**config.mk**
```make
export PLATFORM = sky130hd
export DESIGN_NAME = nt_xfer_engine
export DESIGN_NICKNAME = d
export VERILOG_FILES = /design/src/rtl/nt_xfer_pkg.sv /design/src/rtl/nt_tx_path.sv /design/src/rtl/nt_rx_path.sv /design/src/rtl/nt_xfer_engine.sv
export SDC_FILE = /design/constraint.sdc
export NUM_CORES = 1
export LEC_CHECK = 0
export CAP_MARGIN = 20
export CORE_MARGIN = 10
export CORE_UTILIZATION = 51
export DETAILED_ROUTE_END_ITERATION = 7
export PLACE_DENSITY = 0.91
export SETUP_SLACK_MARGIN = 0.15
export SYNTH_ARGS = -nofsm -noshare
export SYNTH_HDL_FRONTEND = slang
export SYNTH_SLANG_ARGS = --single-unit
```
**constraint.sdc**
```tcl
create_clock -name clk -period 4.15 [get_ports clk]
set_input_delay 1.245 -clock clk [delete_from_list [all_inputs] [get_ports clk]]
set_output_delay 1.245 -clock clk [all_outputs]
set_load 0.02 [all_outputs]
```
**src/rtl/nt_xfer_pkg.sv**
```systemverilog
package nt_xfer_pkg;

   // Transmit sequencer states
   typedef enum logic [1:0] {
      TXS_IDLE = 2'd0,  // stopped, waiting for a start pulse
      TXS_READ = 2'd1,  // read strobe to source memory
      TXS_CAPT = 2'd2,  // memory data is valid, latch the word
      TXS_WAIT = 2'd3   // offer the selected byte to the transmitter
   } txs_e;

endpackage

```
**src/rtl/nt_tx_path.sv**
```systemverilog
module nt_tx_path
   import nt_xfer_pkg::*;
#(
   parameter int WADDR_W    = 8,
   parameter int BYTE_W     = 8,
   parameter int WORD_BYTES = 2
) (
   input  logic                           clk,
   input  logic                           rst_n,
   input  logic                           start,
   input  logic [WADDR_W-1:0]             base,
   output logic                           rd_en,
   output logic [WADDR_W-1:0]             rd_addr,
   input  logic [BYTE_W*WORD_BYTES-1:0]   rd_data,
   input  logic                           tx_empty,
   output logic                           tx_load,
   output logic [BYTE_W-1:0]              tx_byte,
   output logic                           done
);

   localparam int WORD_W = BYTE_W * WORD_BYTES;
   localparam int IDX_W  = (WORD_BYTES > 1) ? $clog2(WORD_BYTES) : 1;
   localparam logic [IDX_W-1:0] TOP_IDX = IDX_W'(WORD_BYTES - 1);

   txs_e                state_q;
   logic [WADDR_W-1:0]  addr_q;
   logic [WORD_W-1:0]   word_q;
   logic [IDX_W-1:0]    bidx_q;
   logic                first_q;   // first byte after start skips the empty wait
   logic                done_q;
   logic [BYTE_W-1:0]   cur_byte;

   // Byte lane selection: a single-byte word needs no multiplexer
   generate
      if (WORD_BYTES == 1) begin : g_one_lane
         assign cur_byte = word_q;
      end else begin : g_lanes
         logic [BYTE_W-1:0] lane [WORD_BYTES];
         for (genvar g = 0; g < WORD_BYTES; g++) begin : g_lane
            assign lane[g] = word_q[g*BYTE_W +: BYTE_W];
         end
         assign cur_byte = lane[bidx_q];
      end
   endgenerate

   assign rd_en   = (state_q == TXS_READ);
   assign rd_addr = addr_q;
   assign tx_load = (state_q == TXS_WAIT) && (tx_empty || first_q);
   assign tx_byte = cur_byte;
   assign done    = done_q;

   always_ff @(posedge clk) begin
      if (!rst_n) begin
         state_q <= TXS_IDLE;
         addr_q  <= '0;
         word_q  <= '0;
         bidx_q  <= '0;
         first_q <= 1'b0;
         done_q  <= 1'b0;
      end else if (start) begin
         state_q <= TXS_READ;
         addr_q  <= base;
         bidx_q  <= TOP_IDX;
         first_q <= 1'b1;
         done_q  <= 1'b0;
      end else begin
         unique case (state_q)
            TXS_READ: state_q <= TXS_CAPT;
            TXS_CAPT: begin
               word_q  <= rd_data;
               state_q <= TXS_WAIT;
            end
            TXS_WAIT: begin
               if (tx_load) begin
                  first_q <= 1'b0;
                  if (cur_byte == '0) begin
                     done_q  <= 1'b1;
                     state_q <= TXS_IDLE;
                  end else if (bidx_q == '0) begin
                     addr_q  <= addr_q + WADDR_W'(1);
                     bidx_q  <= TOP_IDX;
                     state_q <= TXS_READ;
                  end else begin
                     bidx_q  <= bidx_q - IDX_W'(1);
                  end
               end
            end
            default: state_q <= TXS_IDLE;
         endcase
      end
   end

   // a start produces a read of the base address next cycle
   assert_start_reads_base_R1: assert property (@(posedge clk) disable iff (!rst_n)
      start |=> (rd_en && rd_addr == $past(base)));

   // each word is fetched with a single-cycle strobe
   assert_single_read_R2: assert property (@(posedge clk) disable iff (!rst_n)
      rd_en |=> !rd_en);

   // a read and a byte load never share a cycle
   assert_no_load_in_read_R3: assert property (@(posedge clk) disable iff (!rst_n)
      rd_en |-> !tx_load);

   // once finished, the path stays quiet until restarted
   assert_quiet_after_done_R4: assert property (@(posedge clk) disable iff (!rst_n)
      (done_q && !start) |=> (!tx_load && !rd_en));

   // a zero byte load is followed by the done flag
   assert_zero_sets_done_R4: assert property (@(posedge clk) disable iff (!rst_n)
      (tx_load && tx_byte == '0 && !start) |=> done_q);

endmodule

```
**src/rtl/nt_rx_path.sv**
```systemverilog
module nt_rx_path #(
   parameter int BADDR_W = 8,
   parameter int BYTE_W  = 8
) (
   input  logic               clk,
   input  logic               rst_n,
   input  logic               start,
   input  logic [BADDR_W-1:0] base,
   input  logic [BADDR_W-1:0] limit,
   input  logic               rx_valid,
   input  logic [BYTE_W-1:0]  rx_byte,
   output logic               wr_en,
   output logic [BADDR_W-1:0] wr_addr,
   output logic [BYTE_W-1:0]  wr_data,
   output logic               done,
   output logic               overflow
);

   logic               active_q;
   logic [BADDR_W-1:0] ptr_q;
   logic [BADDR_W-1:0] lim_q;
   logic               wr_en_q;
   logic [BADDR_W-1:0] wr_addr_q;
   logic [BYTE_W-1:0]  wr_data_q;
   logic               done_q;
   logic               ovf_q;
   logic               take;

   assign take     = active_q && rx_valid;
   assign wr_en    = wr_en_q;
   assign wr_addr  = wr_addr_q;
   assign wr_data  = wr_data_q;
   assign done     = done_q;
   assign overflow = ovf_q;

   always_ff @(posedge clk) begin
      if (!rst_n) begin
         active_q  <= 1'b0;
         ptr_q     <= '0;
         lim_q     <= '0;
         wr_en_q   <= 1'b0;
         wr_addr_q <= '0;
         wr_data_q <= '0;
         done_q    <= 1'b0;
         ovf_q     <= 1'b0;
      end else begin
         wr_en_q <= 1'b0;
         if (start) begin
            active_q <= 1'b1;
            ptr_q    <= base;
            lim_q    <= limit;
            done_q   <= 1'b0;
            ovf_q    <= 1'b0;
         end else if (take) begin
            wr_en_q   <= 1'b1;
            wr_addr_q <= ptr_q;
            wr_data_q <= rx_byte;
            if (rx_byte == '0) begin
               done_q   <= 1'b1;
               active_q <= 1'b0;
            end else if (ptr_q == lim_q) begin
               ovf_q    <= 1'b1;
               active_q <= 1'b0;
            end else begin
               ptr_q <= ptr_q + BADDR_W'(1);
            end
         end
      end
   end

   // start loads the pointer from the base input
   assert_start_loads_ptr_R5: assert property (@(posedge clk) disable iff (!rst_n)
      start |=> (ptr_q == $past(base)));

   // a stored non-zero byte below the limit moves the pointer by one
   assert_ptr_steps_R6: assert property (@(posedge clk) disable iff (!rst_n)
      (take && !start && rx_byte != '0 && ptr_q != lim_q) |=> (ptr_q == $past(ptr_q) + BADDR_W'(1)));

   // a zero byte is written and finishes reception in the same cycle
   assert_zero_finishes_R7: assert property (@(posedge clk) disable iff (!rst_n)
      (take && !start && rx_byte == '0) |=> (wr_en && wr_data == '0 && done_q));

   // after finishing either way, no further writes until restart
   assert_no_write_after_end_R8: assert property (@(posedge clk) disable iff (!rst_n)
      ((done_q || ovf_q) && !start) |=> !wr_en);

   // normal end and overflow are never flagged together
   assert_flags_exclusive_R8: assert property (@(posedge clk) disable iff (!rst_n)
      !(done_q && ovf_q));

endmodule

```
**src/rtl/nt_xfer_engine.sv**
```systemverilog
module nt_xfer_engine #(
   parameter int WADDR_W    = 8,
   parameter int BADDR_W    = 8,
   parameter int BYTE_W     = 8,
   parameter int WORD_BYTES = 2
) (
   input  logic                          clk,
   input  logic                          rst_n,
   input  logic                          tx_start,
   input  logic [WADDR_W-1:0]            tx_base,
   output logic                          mem_rd_en,
   output logic [WADDR_W-1:0]            mem_rd_addr,
   input  logic [BYTE_W*WORD_BYTES-1:0]  mem_rd_data,
   input  logic                          ser_tx_empty,
   output logic                          ser_tx_load,
   output logic [BYTE_W-1:0]             ser_tx_byte,
   output logic                          tx_done,
   input  logic                          rx_start,
   input  logic [BADDR_W-1:0]            rx_base,
   input  logic [BADDR_W-1:0]            rx_limit,
   input  logic                          ser_rx_valid,
   input  logic [BYTE_W-1:0]             ser_rx_byte,
   output logic                          buf_wr_en,
   output logic [BADDR_W-1:0]            buf_wr_addr,
   output logic [BYTE_W-1:0]             buf_wr_data,
   output logic                          rx_done,
   output logic                          rx_overflow
);

   // Elaboration-time parameter checks
   generate
      if (WADDR_W < 1 || BADDR_W < 1) begin : g_bad_addr
         $error("nt_xfer_engine: address widths must be at least 1");
      end
      if (BYTE_W < 1) begin : g_bad_byte
         $error("nt_xfer_engine: BYTE_W must be at least 1");
      end
      if (WORD_BYTES < 1 || WORD_BYTES > 16) begin : g_bad_word
         $error("nt_xfer_engine: WORD_BYTES must lie in 1..16");
      end
   endgenerate

   nt_tx_path #(
      .WADDR_W    (WADDR_W),
      .BYTE_W     (BYTE_W),
      .WORD_BYTES (WORD_BYTES)
   ) u_tx (
      .clk      (clk),
      .rst_n    (rst_n),
      .start    (tx_start),
      .base     (tx_base),
      .rd_en    (mem_rd_en),
      .rd_addr  (mem_rd_addr),
      .rd_data  (mem_rd_data),
      .tx_empty (ser_tx_empty),
      .tx_load  (ser_tx_load),
      .tx_byte  (ser_tx_byte),
      .done     (tx_done)
   );

   nt_rx_path #(
      .BADDR_W (BADDR_W),
      .BYTE_W  (BYTE_W)
   ) u_rx (
      .clk      (clk),
      .rst_n    (rst_n),
      .start    (rx_start),
      .base     (rx_base),
      .limit    (rx_limit),
      .rx_valid (ser_rx_valid),
      .rx_byte  (ser_rx_byte),
      .wr_en    (buf_wr_en),
      .wr_addr  (buf_wr_addr),
      .wr_data  (buf_wr_data),
      .done     (rx_done),
      .overflow (rx_overflow)
   );

   // nothing is strobed or flagged in the cycle right after reset
   assert_reset_quiet_R10: assert property (@(posedge clk)
      $rose(rst_n) |-> (!mem_rd_en && !ser_tx_load && !tx_done && !buf_wr_en && !rx_done && !rx_overflow));

   // a start clears the flags of its own direction
   assert_tx_start_clears_R11: assert property (@(posedge clk) disable iff (!rst_n)
      tx_start |=> !tx_done);
   assert_rx_start_clears_R11: assert property (@(posedge clk) disable iff (!rst_n)
      rx_start |=> (!rx_done && !rx_overflow));

endmodule

```
# ---- After elaboration in Yosys (flattened, before gate mapping)
# Index checks and enable logic that the tools add are counted.
dict set report op_classes {
  addsub 3
  order_cmp 1
  eq_ne 12
  n_mux 30
  bitwise_logic 5
  n_reduce_logical 23
}
# operator count
set ops {}
lappend ops {{$mux 8} 12}
lappend ops {{$add 8x1->8 const B} 2}
lappend ops {{$logic_not 8->1} 2}
lappend ops {{$mux 1} 14}
lappend ops {{$reduce_and 2->1} 7}
lappend ops {{$reduce_and 3->1} 4}
lappend ops {{$ne 2x2->1 const B} 5}
lappend ops {{$eq 8x8->1} 1}
lappend ops {{$mux 2} 3}
lappend ops {{$ne 3x3->1 const B} 2}
lappend ops {{$pmux 2 s3} 1}
lappend ops {{$reduce_bool 2->1} 3}
lappend ops {{$eq 2x2->1 const B} 2}
lappend ops {{$ne 4x4->1 const B} 1}
lappend ops {{$not 1->1} 4}
lappend ops {{$reduce_and 4->1} 1}
lappend ops {{$reduce_or 2->1} 2}
lappend ops {{$reduce_bool 3->1} 1}
lappend ops {{$eq 2x1->1 const B} 1}
lappend ops {{$ge 2x2->1 const B} 1}
lappend ops {{$logic_and 1x1->1} 2}
lappend ops {{$not 1->2} 1}
lappend ops {{$logic_or 1x1->1} 1}
lappend ops {{$sub 1x1->1 const B} 1}
dict set report totals {
  reg_bits 65
  in_bits 54
  output_inout_bits 38
  word_cells 89
}

# ---- Longest topological paths before layout
dict set report logic_depth {
  word_depth 9
  mapped_depth 7
}

# ---- By module
# Synthesis repeated with hierarchy kept, for this count alone.
dict set report unflattened {
  hier_cells 349
  hier_area_um2 3104.2
}
# mod instances cells_each area_each_um2 seq_area_each_um2
set by_module_without_submodules {}
lappend by_module_without_submodules {nt_rx_path 1 178 1611.5 720.7}
lappend by_module_without_submodules {nt_tx_path 1 171 1492.7 580.6}

# ---- Worst setup path after synthesis
# Ideal clock, no wire load.
dict set report synth_timing {
  kind {in2out}
  start {input ser_tx_empty}
  end {output ser_tx_load}
  arrival_time_ps 1604
  path_slack_ps 1301
  cell_stages 2
  cell_sequence {o21ai_1 > inv_1}
}
dict set report synth_between {
  elab_chain_len 2
}
# element line
set synth_lines {}
lappend synth_lines {{start, declared} nt_xfer_engine.sv:14} ;# input logic ser_tx_empty,
lappend synth_lines {{$logic_or 1x1->1} nt_tx_path.sv:48} ;# assign tx_load = (state_q == TXS_WAIT) && (tx_empty || first_q);
lappend synth_lines {{$logic_and 1x1->1} nt_tx_path.sv:48}
lappend synth_lines {{end, declared} nt_xfer_engine.sv:15} ;# output logic ser_tx_load,
# Every way passes these cells.

# ---- Worst setup path after layout
# Ends and elaborated chain as after synthesis.

==> results by group <==
Yosys
  • Area leader, netlist: dfxtp_1
  • Post-synthesis compound-gate area fraction: 18.98%
  • Main combinational cell family by area after synthesis: simple AND/OR/NAND/NOR gates
  • Cell variety after synth: 44
  • YS warnings: 0
  • Number of synthesized flops with an enable pin: 0
  • Seq/Total Area, Yosys: 42.62%
  • Top post-synthesis cells by area: dfxtp_1 43%, nand2_1 9.8%, a21boi_0 7.4%, mux2i_1 3.6%, xor2_1 3.4%
  • Post-synth ARST share: 0%
  • Synth cell count leaders: 80 x nand2_1, 65 x dfxtp_1, 30 x a21boi_0
  • Simple-gate share of the synthesized area: 20.78%
  • Post-Synth XOR/XNOR Area: 5.697%
  • Count leader, synth: nand2_1
  • Average size of a mapped cell: 8.849 um2
  • Post-synthesis cell area: 3053 um2
  • Post-Synth Adder-Cell Area: 2.049%
  • Register bit count reported by yosys: 65
  • Synth Flop Type: dfxtp_1
  • Post-synthesis mux area share: 6.557%
  • Post-synth top area share: 42.62%
  • Post-Syn Instances: 345
  • Post-Syn Nets: 404

Setup path
  • Reg-to-Reg Start: u_tx.state_q[0]
  • FF-to-FF setup slack: 1960 ps
  • Arrival @ worst endpoint: 2620 ps
  • Required time worst endpoint: 2900 ps
  • Setup crit start: ser_tx_empty
  • R2r endpoint: u_tx.rd_addr[7]
  • Max FO, Critical Path: 3
  • Setup crit end kind: output port
  • R2R cell count: 6
  • Startpoint Class: input port
  • Critical path class: in -> out

Clocking
  • H-tree Lvls: 3
  • Post-CTS Hold Buffers: 0
  • CTS root buf: clkbuf_8
  • CTS clk-pin slew, worst paths: 70 ps
  • Post-CTS Setup Inserts: 0
  • Sink Count: 65
  • CTS tree: done
  • Clock Latency Late Sink: 340 ps
  • TritonCTS Buffers: 9
  • CTS resizes: 0
  • CTS max path bufs: 2

Min path
  • Hold worst-path end: u_rx.wr_data[1]
  • Worst min path class: reg -> reg
  • Hold Startpoint: u_rx.wr_data[1]
  • Worst hold path depth: 2

Floorplan
  • Die W: 97.37 um
  • Initial Utilization: 52.18%
  • Core Region: 5851 um2
  • Die area: 9481 um2
  • Num rows: 28
  • I/O pin cnt: 92
  • Die span in y: 97.37 um

GRT
  • Initial antenna violation count: 0
  • First-pass GRT wire length: 13.18 mm
  • Largest net degree at the start of global routing: 65
  • GRT Overall Usage: 16.51%
  • Grt ovf: 0
  • Vias in the first global route: 2656

Pwr
  • Clock network fraction of design power: 37.5%
  • Switching part of the total: 25.50%
  • Comb pwr share: 14.5%
  • P per Cell Area: 337.9 nW/um2
  • Switch Pwr: 0.3609 mW
  • Tot Pwr: 1.415 mW
  • Internal: 1.055 mW
  • Leakage: 1.556 nW
  • Peak supply drop: 0.2254 mV
  • Sequential power share: 48.0%

Final layout
  • Area delta synth->final: 37.21%
  • Register area: 1301 um2
  • Multi-input combinational cell area: 1650 um2
  • Core Util, Final: 71.60%
  • Final net count: 491
  • Fraction of layout cells with a size suffix above 1: 8.238%
  • Non-filler instance count after layout: 512
  • Fillers: 464
  • Ant. Diodes: 0

Status
  • Status: finished, final reports clean

Timing
  • Min Tclk post-route: 3862 ps
  • Setup TNS: 0 ps
  • Worst Hold Slack: 465.4 ps
  • Clk_skew: 8.476 ps
  • Tcrit/Tclk final: 93.06%
  • Final Hold Viols: 0
  • Pins Over Slew Limit: 0
  • Unrepaired setup endpoints after global routing: false
  • Max_slew headroom: 37.67%
  • Max Freq: 0.2589 GHz
  • Final Setup Violations: 0
  • Least-Margin Pin Slew: 935.0 ps

Placement
  • Cells after DPL: 496
  • DP HPWL: 5.986 mm
  • # port buffers: 91
  • GPL Wtd Cong: 0.8429

Job
  • # Max-Cap Violations: 0

Detailed routing
  • Initial drt markers: 78
  • Vias/cell: 5.238
  • Via Count: 2682
  • Routed Antenna Nets: 0
  • Routed length per instance: 15.73 um
  • WL final: 8.053 mm
  • First-pass DRT Iterations: 4
  • DRC viols: 0
## per-stage QoR
step                      area [um2]  setup slack [ps]
final                           4189             288.1
after detailed placement        4000             293.9
after floorplan                 3053              1301
after CTS                       4189             289.8
after global placement          4000             351.1
after global routing            4189             234.6
## state kept, by name (all words and copies together), names as in the netlist
| signal | count |
|---|---|
| u_rx.wr_addr | 8 |
| u_tx.done | 1 |
| u_rx.overflow | 1 |
| u_tx.state_q | 2 |
| u_tx.word_q | 16 |
| u_rx.wr_data | 8 |
| u_rx.active_q | 1 |
| u_tx.rd_addr | 8 |
| u_rx.lim_q | 8 |
| u_rx.ptr_q | 8 |
| u_tx.first_q | 1 |
| u_rx.wr_en | 1 |
| u_rx.done | 1 |
| u_tx.bidx_q | 1 |
## worst max-delay path, cell delays in order
cell and delay [ps]:
clkdlybuf4s50_1 440, o21ai_1 260, inv_1 110, clkdlybuf4s50_1 560
## cell usage in the layout (no fill, tap or decap), types with 7 or more instances in the layout
cell type and instances:
xor2_1 12, clkbuf_8 10, nor2b_1 10, a21boi_0 30
clkdlybuf4s50_1 90, mux2i_1 11, mux2_2 8, nand2_1 80
o21ai_0 12, nand3_1 8, a21oi_1 12, dfxtp_1 65
inv_1 7
## layer usage
metal | vias to the layer above | track usage, % | routed length, um
met3 | 11 | 4.694 | 438
li1 | 1361 | - | -
met5 | - | 0 | 0
met2 | 79 | 28.92 | 4159
met1 | 1231 | 18.46 | 3364
met4 | 0 | 6.040 | 92
## worst max path at each step
stage                   to  cells past startpoint
5_1_grt        ser_tx_load                      4
3_3_place_gp   ser_tx_load                      4
6_report       ser_tx_load                      4
3_5_place_dp   ser_tx_load                      4
4_1_cts        ser_tx_load                      4
2_1_floorplan  ser_tx_load                      2
## kinds of logic after synthesis
group           Yosys count
xor+xnor                 19
buf+inv                  25
fa+ha+maj                 5
mux                      19
simple gates            129
compound gates           83
flops                    65
## power by group through the flow
stage	clock, mW	sequential, mW	combinational, mW
final	0.531	0.679	0.206
after global routing	0.563	0.682	0.225
after CTS	0.535	0.679	0.208
after detailed placement	0	0.693	0.206
after global placement	0	0.691	0.201
after floorplan	0	0.695	0.104
## area by class of cell
type | instances | share of cell area, %
Multi-Input combinational cell | 255 | 39.40
Sequential cell | 65 | 31.06
Timing Repair Buffer | 94 | 22.16
Clock buffer | 13 | 3.554
Tap cell | 75 | 2.240
Clock inverter | 3 | 0.9558
Inverter | 7 | 0.6272
(Power assumes the default switching activity.)
